$ cat src/rtl/pci_cfg_addr_gen.sv
module pci_cfg_addr_gen #(
  parameter int ADDR_W = 34,
  parameter logic [ADDR_W-1:0] CFG_BASE = 34'h2_0000_0000,
  parameter int MAX_DEV = 12
) (
  input  logic              clk,
  input  logic              rst_n,
  input  logic              req_valid,
  output logic              req_ready,
  input  logic              req_write,
  input  logic [7:0]        req_bus,
  input  logic [7:0]        req_devfn,
  input  logic [7:0]        req_reg,
  input  logic [2:0]        req_size,
  input  logic [31:0]       req_wdata,
  output logic              cyc_valid,
  output logic [ADDR_W-1:0] cyc_addr,
  output logic              cyc_type1,
  output logic              cyc_write,
  output logic [31:0]       cyc_wdata,
  input  logic              cyc_done,
  input  logic [31:0]       cyc_rdata,
  output logic              rsp_valid,
  input  logic              rsp_ready,
  output logic [1:0]        rsp_status,
  output logic [31:0]       rsp_rdata
);
  localparam int CFG_W = 24;
  localparam int SHIFT = 5;
  localparam int SEL_LO = 11;
  localparam logic [1:0] ST_OK = 2'b00, ST_NODEV = 2'b01, ST_ILL = 2'b10;

  typedef enum logic [1:0] {IDLE, BUS, RESP} state_t;
  state_t state;

  logic              r_write, r_type1;
  logic [1:0]        r_lane, r_status;
  logic [ADDR_W-1:0] r_addr;
  logic [31:0]       r_wdata, r_rdata;

  wire [4:0] dev     = req_devfn[7:3];
  wire       type1   = req_bus != 8'd0;
  wire       size_ok = req_size == 3'd1 || req_size == 3'd2 || req_size == 3'd4;
  wire       dev_ok  = type1 || 32'(dev) <= MAX_DEV;
  wire [1:0] status  = !size_ok ? ST_ILL : !dev_ok ? ST_NODEV : ST_OK;
  wire       accept  = req_valid && req_ready;

  logic [CFG_W-1:0] cfg;
  always_comb begin
    if (type1)
      cfg = {req_bus, req_devfn, req_reg[7:2], 2'b01};
    else
      cfg = (CFG_W'(1) << (SEL_LO + 32'(dev))) | {13'd0, req_devfn[2:0], req_reg[7:2], 2'b00};
  end

  wire [2:0]        size_m1  = req_size - 3'd1;
  wire [ADDR_W-1:0] addr_nxt = CFG_BASE + (ADDR_W'(cfg) << SHIFT) + ADDR_W'({size_m1, 3'b000});

  always_ff @(posedge clk) begin
    if (!rst_n) begin
      state    <= IDLE;
      r_write  <= 1'b0;
      r_type1  <= 1'b0;
      r_lane   <= 2'd0;
      r_status <= ST_OK;
      r_addr   <= '0;
      r_wdata  <= '0;
      r_rdata  <= '0;
    end else begin
      case (state)
        IDLE: if (accept) begin
          r_write  <= req_write;
          r_type1  <= type1;
          r_lane   <= req_reg[1:0];
          r_status <= status;
          r_addr   <= addr_nxt;
          r_wdata  <= req_wdata << {req_reg[1:0], 3'b000};
          r_rdata  <= '1;
          state    <= (status == ST_OK) ? BUS : RESP;
        end
        BUS: if (cyc_done) begin
          r_rdata <= r_write ? 32'd0 : cyc_rdata >> {r_lane, 3'b000};
          state   <= RESP;
        end
        RESP: if (rsp_ready) state <= IDLE;
        default: state <= IDLE;
      endcase
    end
  end

  assign req_ready  = state == IDLE;
  assign cyc_valid  = state == BUS;
  assign cyc_addr   = r_addr;
  assign cyc_type1  = r_type1;
  assign cyc_write  = r_write;
  assign cyc_wdata  = r_wdata;
  assign rsp_valid  = state == RESP;
  assign rsp_status = r_status;
  assign rsp_rdata  = r_rdata;

  wire [ADDR_W-1:0] chk_off = cyc_addr - CFG_BASE;


  busy_after_accept_chk: assert property (@(posedge clk) disable iff (!rst_n)
    accept |=> !req_ready);

  ready_after_rsp_chk: assert property (@(posedge clk) disable iff (!rst_n)
    rsp_valid && rsp_ready |=> req_ready);

  type_code_chk: assert property (@(posedge clk) disable iff (!rst_n)
    cyc_valid |-> chk_off[SHIFT+1:SHIFT] == {1'b0, cyc_type1});

  local_sel_onehot_chk: assert property (@(posedge clk) disable iff (!rst_n)
    cyc_valid && !cyc_type1 |-> $countones(chk_off[SHIFT+CFG_W-1:SHIFT+SEL_LO]) == 1);

  reject_no_cycle_chk: assert property (@(posedge clk) disable iff (!rst_n)
    accept && status != ST_OK |=> !cyc_valid && rsp_valid && rsp_rdata == 32'hFFFF_FFFF);

  cyc_hold_chk: assert property (@(posedge clk) disable iff (!rst_n)
    cyc_valid && !cyc_done |=> cyc_valid && $stable(cyc_addr) && $stable(cyc_type1)
      && $stable(cyc_write) && $stable(cyc_wdata));

  rsp_hold_chk: assert property (@(posedge clk) disable iff (!rst_n)
    rsp_valid && !rsp_ready |=> rsp_valid && $stable(rsp_status) && $stable(rsp_rdata));

  phase_excl_chk: assert property (@(posedge clk) disable iff (!rst_n)
    $onehot0({req_ready, cyc_valid, rsp_valid}));
endmodule

$ cat config.mk
export PLATFORM = sky130hd
export DESIGN_NAME = pci_cfg_addr_gen
export DESIGN_NICKNAME = d
export VERILOG_FILES = /design/src/rtl/pci_cfg_addr_gen.sv
export SDC_FILE = /design/constraint.sdc
export NUM_CORES = 1
export LEC_CHECK = 0
export BUFFER_PORTS_ARGS = -buffer_cell sky130_fd_sc_hd__clkbuf_2
export CAP_MARGIN = 20
export CORE_MARGIN = 4
export CORE_UTILIZATION = 49
export CTS_CLUSTER_DIAMETER = 80
export CTS_CLUSTER_SIZE = 12
export DETAILED_ROUTE_END_ITERATION = 7
export HOLD_SLACK_MARGIN = 0.03
export PLACE_DENSITY_LB_ADDON = 0.2
export SYNTH_ARGS = -nofsm -noshare
export SYNTH_HDL_FRONTEND = slang
export SYNTH_SLANG_ARGS = --single-unit
$ cat constraint.sdc
create_clock -name clk -period 2.2 [get_ports clk]
set_input_delay 0.11 -clock clk [delete_from_list [all_inputs] [get_ports clk]]
set_output_delay 0.11 -clock clk [all_outputs]
set_load 0.1 [all_outputs]
# Word level (Yosys, flattened, before mapping)
# Cells that the tools add are included.
# op_classes
n_addsub	4
magnitude_cmp	1
n_eq_ne	8
shift	3
muxes	12
bitwise	1
reduce_logical	11
# ops
operator	n
two-way mux 32 bit	3
one-hot mux 32 bit (2 select lines)	1
adder 34 x 29 -> 34 bit (first input constant)	1
adder 34 x 6 -> 34 bit	1
<< shifter 32 x 5 -> 32 bit	1
>> shifter 32 x 5 -> 32 bit	1
two-way mux 24 bit	1
bitwise OR 24 x 11 -> 24 bit	1
<< shifter 1 x 6 -> 24 bit (first input constant)	1
two-way mux 2 bit	5
nonzero test 8 bit	1
adder 4 x 5 -> 6 bit (first input constant)	1
!= test 2 x 1 -> 1 bit (second input constant)	3
one-hot mux 2 bit (3 select lines)	1
AND reduction 3 bit	2
<= comparator 5 x 4 -> 1 bit (second input constant)	1
logical NOT 2 bit	2
== test 3 x 1 -> 1 bit (second input constant)	1
== test 3 x 2 -> 1 bit (second input constant)	1
== test 3 bit (second input constant)	1
logical OR 1 bit	3
subtractor 3 x 1 -> 3 bit (second input constant)	1
== test 2 x 1 -> 1 bit (second input constant)	1
== test 2 bit (second input constant)	1
other kinds (4)	4
# totals
regBits	106
in_bits	97
out_inout_bits	105
wordCells	48

# Depth between registers and ports, before layout
# depth
ltp_word	8
depth_mapped	11
mapped_depth_nobuf	10

# Least setup slack after synthesis
# OpenSTA, ideal clock, no wires.
# synth_timing
path_type	register -> register
start	register state[0]
end	register r_rdata[24], in the netlist rsp_rdata[24]
setup_time_ns	0.080
arrival_ns	2.854
required_ns	2.120
setup_slack_ns	-0.734
stages_incl_launch_ff	7
path_buffers	1
period_less_slack_ns	2.934
cell_sequence	dfxtp_1 nor2b_1 nand2_1 nand2_1 clkbuf_1 nor2_1 nor3b_1
# synth_between
elab_cells_between_ends	8
cone_classes	3 x eq/ne; 1 x mux; 4 x reduce/logical
# synth_lines
item	line_no	source
start, declared	34	state_t state;
start signal, assigned	79	state <= (status == ST_OK) ? BUS : RESP;
== test 2 x 1 -> 1 bit (*)	--	
net cyc_valid	16	output logic cyc_valid,
!= test 2 x 1 -> 1 bit (no source line) / nonzero test 2 bit (equally long branches)	--	
AND reduction 3 bit (no source line)	--	
end signal, assigned	82	r_rdata <= r_write ? 32'd0 : cyc_rdata >> {r_lane, 3'b000};
end, declared	39	logic [31:0] r_wdata, r_rdata;
# The timed path passes the listed nets; every way through them passes the cells marked *.
# A chain may end at the register's enable or synchronous reset.

# Final worst setup path
# layout_timing
start	register state[1]
end	output rsp_valid
# layout_between
elab_chain_len	1
# layout_lines
item	line_no	source
== test 2 bit	97	assign rsp_valid = state == RESP;
end, declared	23	output logic rsp_valid,
# Every way passes these cells.

==> flow_metrics.py <==
metrics = {
    "status": {
        "outcome": "completed",
    },
    "hold_path": {
        "hold_path_end": "cyc_wdata[0]",
        "min_from": "req_wdata[0]",
        "hold_path_class": "primary input to register",
        "whs_path_depth": 3,
    },
    "floorplanning": {
        "initial_core_util": 0.505,
        "dieArea_um2": 12400,
        "core-area_um2": 10400,
        "io-pin-count": 202,
        "die_h_um": 111,
        "fp-row-count": 37,
        "dieWidth_um": 111,
    },
    "yosys": {
        "yosys-top-cells-count": "dfxtp_1 (100), nand2_1 (60), nor2_1 (43), nor2b_1 (42)",
        "yosysTopAreaCellShare": 0.382,
        "ys.flop_type": "dfxtp_1",
        "yosysUniqueCellTypes": 50,
        "ys_seq_area_frac": 0.382,
        "yosys_warnings": 0,
        "synth_seq_cells": 100,
        "async_flop_share": 0,
        "yosysTopAreaCell": "dfxtp_1",
        "synth_area_leaders": "dfxtp_1 (38%), mux2i_1 (6.5%), o221a_2 (5.2%), nor2b_1 (5.0%), a211oi_1 (4.7%)",
        "post-synth-top-count-cell": "dfxtp_1",
        "syn_avg_cell_area_um2": 8.76,
        "synthesis.area_um2": 5240,
        "synth-edff-count": 0,
        "netlist_instances": 598,
    },
    "power": {
        "p_total_mw": 5.65,
        "vdd_drop_max_uv": 426,
        "p_sw_frac": 0.458,
        "net-switching-power_mw": 2.59,
        "p_leak_nw": 3.09,
        "power_frac_comb": 0.405,
        "pwr_density_cell_nw_per_um2": 856,
        "clkPwrFrac": 0.226,
        "seq_power_share": 0.369,
        "intPower_mw": 3.06,
    },
    "route": {
        "viasPerCell": 5.69,
        "detail-route-antenna-nets": 0,
        "wl_per_cell_um": 17.0,
        "drc": 0,
        "wl_um": 15600,
        "drt_iter0_markers": 363,
        "dr_total_vias": 5215,
        "dr.pass1.iters": 7,
    },
    "clock_network": {
        "cts_sinks": 100,
        "cts_buffer_depth": 2,
        "cts_tree": "yes",
        "numCtsBuffers": 9,
        "cts_resized": 0,
        "cts.clk_slew.worst_paths_ps": 90,
        "insertion_delay_ps": 360,
        "h-tree-depth": 3,
        "root_buffer": "clkbuf_8",
    },
    "timing": {
        "fin_crit_ps": 1660,
        "slew_violations": 0,
        "finalHoldViolCount": 0,
        "tightestPinTransition_ps": 638,
        "period_share": 0.755,
        "rsz0062_at_grt": "no",
        "setup_viol": 0,
        "slew_headroom": 0.574,
        "fmax_mhz": 602,
        "totalNegativeSetupSlack_ps": 0,
        "finClkSkew_ps": 13.3,
    },
    "setup_path": {
        "cp-start-kind": "register",
        "r2r-end": "cyc_addr[27]",
        "end_kind": "output port",
        "worstRegToRegCells": 5,
        "r2r_start": "state[1]",
        "reg2reg_slack_ps": 610,
        "arrival_ps": 1550,
        "critPathKind": "register to output port",
        "crit_fanout": 5,
        "worstPathRequired_ps": 2090,
    },
    "global_route": {
        "grt_first_pass_wirelength_um": 25400,
        "grt_max_degree": 74,
        "overflow": 0,
        "grtUsageTotal": 0.244,
        "antenna_found_initial": 0,
        "first_global_vias": 5066,
    },
    "placement": {
        "hpwl_um": 11500,
        "gp_congestion": 0.923,
        "dp_cells": 888,
        "portBuffers": 195,
    },
    "final_layout": {
        "fin_nets": 878,
        "instances_no_fill": 916,
        "drive_above_1_share": 0.340,
        "antenna_cells": 0,
        "area_growth_pct": 26.0,
    },
    "run": {
        "cap_violations": 0,
    },
}
[worst max-delay path, stage by stage (launching register included)]
cell      delay (ps)
dfxtp_1          510
nor2b_2          230
clkbuf_2         470
[cells by family (layout without fill, tap and decap cells)]
kind of cell	after synthesis	count (layout)	synth area share
mux	34	34	0.0650
flops	100	100	0.382
buf+inv	70	246	0.0635
fa+ha+maj	6	6	0.0143
compound gates	173	173	0.257
xor+xnor	7	7	0.0117
other cells	1	7	0.000716
simple gates	207	207	0.206
[metrics by stage]
step           area, µm²  setup WS [ps]   util  hold slack (ps)
3_3_place_gp        6260            478  0.604              358
5_1_grt             6600            408  0.636             40.9
4_1_cts             6600            511  0.636             35.3
6_report            6600            539  0.636             52.8
2_1_floorplan       5280           94.7      -              250
3_5_place_dp        6260            400  0.604              369
[repair_timing]
action                                 CTS  global route
hold buffers                            12             0
endpoints found under the hold margin   12             0
setup buffers                            0             0
[area by class of cell]
class	instances	area (µm²)
well taps	136	170
flip-flops and latches	100	2000
fillers	911	3770
clock buffers	11	151
inverters	6	22.5
clock inverters	5	65.1
multi-input cells	434	2950
repair buffers	224	1240
[worst max-delay path by stage]
stage,slack [ps],startpoint,to
6_report,540,state[1],rsp_valid
5_1_grt,410,r_lane[1],rsp_rdata[9]
4_1_cts,510,state[1],rsp_valid
3_5_place_dp,400,req_bus[0],cyc_addr[6]
3_3_place_gp,480,req_bus[0],cyc_addr[6]
2_1_floorplan,90,cyc_write,rsp_rdata[24]
[flip-flops by register name (all words and copies together) (netlist names)]
register and flops:
cyc_addr 28, rsp_rdata 32, cyc_wdata 32, r_lane 2
cyc_write 1, rsp_status 2, state 2, cyc_type1 1
[routing by layer]
metal / share of wire / wire length [µm] / vias to the layer above / global-route usage
met4: 0.017 / 264 / 0 / 0.0616
li1: - / - / 2513 / -
met5: 0 / 0 / - / 0
met3: 0.078 / 1210 / 26 / 0.0598
met1: 0.43 / 6720 / 2455 / 0.325
met2: 0.47 / 7360 / 221 / 0.400
[power by group through the flow]
stage	clock (mW)	sequential, mW	combinational, mW
after floorplan	0	3.27	0.687
after global placement	0	2.12	2.24
after detailed placement	0	2.13	2.26
after CTS	1.31	2.09	2.28
after global routing	1.39	2.11	2.40
final	1.28	2.08	2.29
[placed cells by master (no fill, tap or decap), types with 3 or more instances in the layout]
cell type and instances:
a211oi_1 33, a21boi_0 17, a21oi_1 40, a31oi_1 3, a41oi_1 4, and3_1 3, buf_4 16, clkbuf_2 195
clkbuf_8 11, conb_1 7, dfxtp_1 100, dlygate4sd3_1 12, ha_1 6, inv_1 6, inv_6 3, mux2i_1 34
nand2_1 59, nand3_1 15, nand4_1 6, nor2_1 42, nor2b_1 40, nor3_1 9, nor3b_1 10, o211a_1 23
o211ai_1 11, o21ai_0 8, o221a_2 24, xnor2_1 3, xor2_1 4
No activity file was read; power rests on OpenSTA's default activity.
